--- src/rtl/staged_mem_pkg.sv ---
package staged_mem_pkg;
    typedef enum logic [1:0] {
        ST_IDLE   = 2'd0,
        ST_DECODE = 2'd1,
        ST_XFER   = 2'd2
    } stage_state_t;
endpackage

--- src/rtl/stage_ctrl.sv ---
module stage_ctrl
    import staged_mem_pkg::*;
(
    input  logic clk,
    input  logic rst_n,
    input  logic start,
    input  logic op_store,
    output logic busy,
    output logic dec_en,
    output logic wr_en,
    output logic rd_en,
    output logic done
);
    stage_state_t state_q, state_d;
    logic         op_q;

    always_comb begin
        state_d = state_q;
        unique case (state_q)
            ST_IDLE:   if (start) state_d = ST_DECODE;
            ST_DECODE: state_d = ST_XFER;
            ST_XFER:   state_d = ST_IDLE;
            default:   state_d = ST_IDLE;
        endcase
    end

    always_ff @(posedge clk) begin
        if (!rst_n) begin
            state_q <= ST_IDLE;
            op_q    <= 1'b0;
            done    <= 1'b0;
        end else begin
            state_q <= state_d;
            done    <= (state_q == ST_XFER);
            if (state_q == ST_IDLE && start) op_q <= op_store;
        end
    end

    always_comb begin
        busy   = 1'b0;
        dec_en = 1'b0;
        wr_en  = 1'b0;
        rd_en  = 1'b0;
        unique case (state_q)
            ST_IDLE:   ;
            ST_DECODE: begin busy = 1'b1; dec_en = 1'b1; end
            ST_XFER:   begin busy = 1'b1; wr_en = op_q; rd_en = !op_q; end
            default:   ;
        endcase
    end
endmodule

--- src/rtl/stage_regs.sv ---
module stage_regs #(
    parameter int ADDR_W = 4,
    parameter int DATA_W = 8
) (
    input  logic              clk,
    input  logic              rst_n,
    input  logic              busy,
    input  logic              addr_ld,
    input  logic [ADDR_W-1:0] addr_in,
    input  logic              data_ld,
    input  logic [DATA_W-1:0] data_in,
    input  logic              rd_en,
    input  logic [DATA_W-1:0] rd_data,
    output logic [ADDR_W-1:0] mar,
    output logic [DATA_W-1:0] mdr
);
    always_ff @(posedge clk) begin
        if (!rst_n) begin
            mar <= '0;
            mdr <= '0;
        end else begin
            if (addr_ld && !busy) mar <= addr_in;
            if (rd_en)                 mdr <= rd_data;
            else if (data_ld && !busy) mdr <= data_in;
        end
    end
endmodule

--- src/rtl/stage_ram.sv ---
module stage_ram #(
    parameter int ADDR_W = 4,
    parameter int DATA_W = 8
) (
    input  logic              clk,
    input  logic              rst_n,
    input  logic              dec_en,
    input  logic              wr_en,
    input  logic [ADDR_W-1:0] addr,
    input  logic [DATA_W-1:0] wdata,
    output logic [DATA_W-1:0] rdata
);
    localparam int DEPTH = 1 << ADDR_W;

    logic [DEPTH-1:0]  hot;
    logic [DEPTH-1:0]  sel_q;
    logic [DATA_W-1:0] cells [DEPTH];

    for (genvar i = 0; i < DEPTH; i++) begin : g_dec
        assign hot[i] = (addr == ADDR_W'(i));
    end

    always_ff @(posedge clk) begin
        if (!rst_n)      sel_q <= '0;
        else if (dec_en) sel_q <= hot;
    end

    always_ff @(posedge clk) begin
        for (int i = 0; i < DEPTH; i++) begin
            if (wr_en && sel_q[i]) cells[i] <= wdata;
        end
    end

    always_comb begin
        rdata = '0;
        for (int i = 0; i < DEPTH; i++) begin
            if (sel_q[i]) rdata = rdata | cells[i];
        end
    end
endmodule

--- src/rtl/staged_mem.sv ---
module staged_mem #(
    parameter int ADDR_W = 4,
    parameter int DATA_W = 8
) (
    input  logic              clk,
    input  logic              rst_n,
    input  logic              addr_ld,
    input  logic [ADDR_W-1:0] addr_in,
    input  logic              data_ld,
    input  logic [DATA_W-1:0] data_in,
    input  logic              op_store,
    input  logic              start,
    output logic              busy,
    output logic              done,
    output logic [DATA_W-1:0] data_out
);
    logic              dec_en, wr_en, rd_en;
    logic [ADDR_W-1:0] mar;
    logic [DATA_W-1:0] rd_data;

    stage_ctrl u_ctrl (
        .clk(clk), .rst_n(rst_n), .start(start), .op_store(op_store),
        .busy(busy), .dec_en(dec_en), .wr_en(wr_en), .rd_en(rd_en), .done(done)
    );

    stage_regs #(.ADDR_W(ADDR_W), .DATA_W(DATA_W)) u_regs (
        .clk(clk), .rst_n(rst_n), .busy(busy),
        .addr_ld(addr_ld), .addr_in(addr_in),
        .data_ld(data_ld), .data_in(data_in),
        .rd_en(rd_en), .rd_data(rd_data),
        .mar(mar), .mdr(data_out)
    );

    stage_ram #(.ADDR_W(ADDR_W), .DATA_W(DATA_W)) u_ram (
        .clk(clk), .rst_n(rst_n), .dec_en(dec_en), .wr_en(wr_en),
        .addr(mar), .wdata(data_out), .rdata(rd_data)
    );
endmodule

--- config.mk ---
export PLATFORM = sky130hd
export DESIGN_NAME = staged_mem
export DESIGN_NICKNAME = d
export VERILOG_FILES = /design/src/rtl/staged_mem_pkg.sv /design/src/rtl/stage_ctrl.sv /design/src/rtl/stage_regs.sv /design/src/rtl/stage_ram.sv /design/src/rtl/staged_mem.sv
export SDC_FILE = /design/constraint.sdc
export NUM_CORES = 1
export LEC_CHECK = 0
export BUFFER_PORTS_ARGS = -buffer_cell sky130_fd_sc_hd__buf_4
export CORE_MARGIN = 2
export CORE_UTILIZATION = 36
export CTS_CLUSTER_SIZE = 40
export DETAILED_ROUTE_END_ITERATION = 10
export SLEW_MARGIN = 20
export SYNTH_ARGS = -nofsm -noshare
export SYNTH_HDL_FRONTEND = slang
export SYNTH_HIERARCHICAL = 1
export SYNTH_SLANG_ARGS = --single-unit
--- constraint.sdc ---
create_clock -name clk -period 2.1 [get_ports clk]
set_input_delay 0.21 -clock clk [delete_from_list [all_inputs] [get_ports clk]]
set_output_delay 0.21 -clock clk [all_outputs]
set_load 0.005 [all_outputs]
[Word-level counts from Yosys, hierarchy flattened]
Memories as Yosys holds them, arrays and structs flattened.
Index checks and enable logic that the tools add are counted.
Operators by class
  bitwise logic cells: 15
  muxes and demuxes: 56
  reduce and logical (&&, ||, !) cells: 25
  equality and inequality tests: 18
Operators with widths (number)
  $mux W8: 18
  $or A8 B8 Y8: 15
  $mux W1: 36
  $eq A4 B4 Y1 const B: 8
  $logic_and A1 B1 Y1: 19
  $eq A4 B3 Y1 const B: 4
  $eq A4 B2 Y1 const B: 2
  $eq A4 B1 Y1 const B: 1
  $logic_not A4 Y1: 1
  $pmux W2 S2: 1
  $eq A2 B1 Y1 const B: 1
  $eq A2 B2 Y1 const B: 1
  $logic_not A1 Y1: 2
  $logic_not A2 Y1: 1
  $mux W2: 1
  $ne A2 B2 Y1 const B: 1
  $reduce_bool A2 Y1: 1
  $reduce_or A2 Y1: 1
Word-level totals
  bits of input ports: 18
  bits in writable memories: 128
  word-level logic and storage cells: 121
  flip-flop bits (word level): 32
  memories: 1
  output and inout port bits: 10
Memories
  u_ram.cells: depth 16, width 8, read ports 16, clocked after Yosys merged registers in 0, wr ports 16, line stage_ram.sv:17  | logic [DATA_W-1:0] cells [DEPTH];

[Longest topological paths before layout]
  depth after elaboration: 32
  gate-level depth with buffers: 7
  gate-level depth less buffers: 6

[Hierarchy]
Netlist, hierarchy kept.
By module, submodules not included
  stage_ram: area an instance 5397.7 um^2, sequential area each 4164.0 um^2, cells each 307, instances 1
  stage_regs: area an instance 509.2 um^2, sequential area each 240.2 um^2, cells each 51, instances 1
  stage_ctrl: area an instance 229.0 um^2, sequential area each 80.1 um^2, cells each 24, instances 1

[Worst setup path before layout]
OpenSTA, ideal clock, no wires.
  kind: register to register
  start point: register u_ctrl.state_q[0]
  end point: memory u_ram.cells[6][0], in the netlist u_ram/cells[0][48] (enable)
  required time: 1.768 ns
  clock period less this slack: 1.572 ns
  library setup time: 0.332 ns
  data arrival time: 1.241 ns
  setup slack: 0.528 ns
  buffers on the path: 1
  stages on the path, launching flop included: 6
  cells stage by stage: dfxtp_1 -> inv_1 -> ha_1 -> and2_1 -> clkbuf_1 -> and2_1
RTL lines
  start, declared: line stage_ctrl.sv:14  | stage_state_t state_q, state_d;
  start signal, assigned: line stage_ctrl.sv:33  | state_q <= state_d;
  end, declared: line stage_ram.sv:17

==> results.yml <==
sta:
  holdWs_ns: 0.0561
  hold_viol: 0
  slew_headroom_pct: 52.9
  finalSetupViolations: 0
  min_period_ns: 1.77
  slew_viol_final: 0
  tightestPinTransition_ns: 0.705
  fin_worst_skew_ns: 0.00872
  setup_tns_ns: 0
  fmax_ghz: 0.566
  finalCritPeriodShare_pct: 84.2
  rsz0062_at_grt: "false"
yosys:
  yosysWarnings: 6
  synth_area_um2: 6140
  synthCells: 382
  ys_seq_area_share_pct: 73.1
  syn_area_per_cell_um2: 16.1
  synth_ff_type: "edfxtp_1"
  synth_edf_count: 128
  async_flop_share_pct: 0
  synth_top_area_cell: "edfxtp_1"
  yosys.cell_count.top_type: "edfxtp_1"
  synth.area.top_cells: "edfxtp_1 63%, dfxtp_1 10%, a221oi_1 4.6%"
  synth_top_cell_area_share_pct: 62.6
  syn-num-nets: 404
  synth.distinct_cells: 28
  synth_top_cells_by_count: "128 x edfxtp_1, 32 x a221oi_1, 32 x a22o_1, 32 x dfxtp_1, 18 x and2_1"
  synth_seq_cells: 160
final_layout:
  final-seq-area_um2: 4480
  drive_gt1_share_pct: 16.1
  diodes: 0
  nets: 438
  fin_area_um2: 7090
  syn2layout_area_growth_pct: 15.6
  num-fill-cells: 1441
  multi_input_area_um2: 1440
clocking:
  post_cts_buffers: 0
  cts_root_buf: "clkbuf_16"
  htreeDepth: 4
  numCtsBuffers: 17
  cts_buffer_depth: 2
  cts_hold_buffers: 0
  cts.sinks: 160
  cts_tree: "yes"
  cts_resized: 0
  clk_pin_slew_worst_paths_ns: 0.06
  clock_latency_ns: 0.42
global_routing:
  grt_max_degree: 36
  antenna_found_initial: 0
  grtUsageTotal_pct: 16.8
  grt_pass1_vias: 3470
  grt_overflow: 0
  grt_pass1_wl_um: 21500
floorplanning:
  rows: 47
  die_area_um2: 18100
  fp.dieH_um: 135
  start_util_pct: 36.9
  die_w_um: 135
  num_io_pins: 28
  core-area_um2: 16600
worst_setup_path:
  crit_type: "flop to flop"
  crit_path_start: "u_ctrl/state_q[0]"
  start_kind: "flop"
  crit_fanout: 16
  r2r_end: "u_ram/cells[0][47]"
  crit_arrival_ns: 1.84
  worstReg2RegStart: "u_ctrl/state_q[0]"
  worstPathRequired_ns: 2.17
  r2r.worst_path.cells: 5
  regToRegSetupSlack_ns: 0.33
  cp-endpoint: "u_ram/cells[0][47]"
  cp-end-kind: "flop"
place:
  routabilityCongestion: 0.860
  post-dp-hpwl_um: 9840
  place_area_um2: 6520
  portBuffers: 27
pwr:
  peakVddDrop_mv: 0.579
  p_leak_nw: 2.39
  powerDensity_nw_per_um2: 1070
  power_w: 0.00758
drt:
  vias_per_cell: 5.52
  routedWlPerCell_um: 22.3
  dr.pass1.iters: 5
  drtIter0Drc: 438
  antenna_left: 0
  num_vias: 3578
  drt_wl_total_um: 14500
  drcViolationCount: 0
job:
  max-cap-violations: 0
status:
  status: "finished clean"
worst_hold_path:
  holdCritPathClass: "input port to flop"
## per-layer routing
layer / wire length [um] / vias to the layer above / part of all wire, % / track usage, %
met3: 1090 / 35 / 7.5 / 5.59
met2: 6610 / 167 / 46 / 25.2
met1: 6250 / 1795 / 43 / 22.2
li1: - / 1581 / - / -
met5: 0 / - / 0 / 0
met4: 527 / 0 / 3.6 / 7.60
## cell families after synthesis
kind of cell,Yosys count,synth area share (%)
AO/OA/AOI/OAI,95,12.3
adder cells (fa/ha/maj),4,0.816
buffers and inverters,28,3.38
flip-flops,160,73.1
multiplexers,16,2.61
AND/OR/NAND/NOR,79,7.83
## how the worst min path moves through the flow
stage               cells past startpoint              start                 to  slack (ns)
CTS                                     3           op_store        u_ctrl/op_q        0.04
floorplan                               1              rst_n        u_ctrl/done        0.34
detailed placement                      2  u_ctrl/state_q[0]  u_ctrl/state_q[0]        0.48
global route                            3         addr_in[0]      u_regs/mar[0]        0.06
global placement                        2  u_ctrl/state_q[1]  u_ctrl/state_q[1]        0.47
finish                                  3           op_store        u_ctrl/op_q        0.06
## state kept, by name (all words and copies together) (netlist names)
signal	cells
u_ram/cells	128
u_ram/sel_q	16
u_regs/mdr	8
u_regs/mar	4
u_ctrl/state_q	2
u_ctrl/done	1
u_ctrl/op_q	1
## cells in the final DEF (no fill, tap or decap), types with 7 or more instances in the layout
cell	netlist	final
nand3_1	9	9
a22o_1	32	32
nor2b_1	7	7
dfxtp_1	32	32
a21boi_1	8	8
buf_4	0	40
nand4_1	14	14
nand2b_1	15	15
o21ai_0	8	8
and2_1	18	18
a221oi_1	32	32
a21boi_0	7	7
mux2i_1	16	16
a21oi_1	8	8
edfxtp_1	128	128
clkbuf_16	0	17
## worst max-delay path, cell delays in order, from the launching register on
cell	delay, ns
dfxtp_1	0.32
inv_1	0.11
ha_1	0.19
and2_1	0.14
buf_4	0.26
and2_1	0.42
## where the power goes
part           total [W]  switching (W)  internal (W)
registers        0.00384       0.000213       0.00362
clock network    0.00300        0.00115       0.00185
logic           0.000743       0.000408      0.000336
## through the flow
stage / util, % / setup slack (ns) / cells
after floorplan: - / 0.528 / 382
after global placement: 39.1 / 0.412 / 617
after detailed placement: 39.1 / 0.366 / 617
after CTS: 42.6 / 0.347 / 648
after global routing: 42.6 / 0.252 / 648
final: 42.6 / 0.332 / 648
## area by class of cell
| cell class | instances | share of cell area, % |
|---|---|---|
| clock inverters | 12 | 2.01 |
| inverters | 3 | 0.159 |
| well taps | 220 | 3.88 |
| repair buffers | 40 | 4.24 |
| multi-input cells | 194 | 20.4 |
| flip-flops and latches | 160 | 63.2 |
| clock buffers | 19 | 6.11 |
No activity file was read; power rests on OpenSTA's default activity.
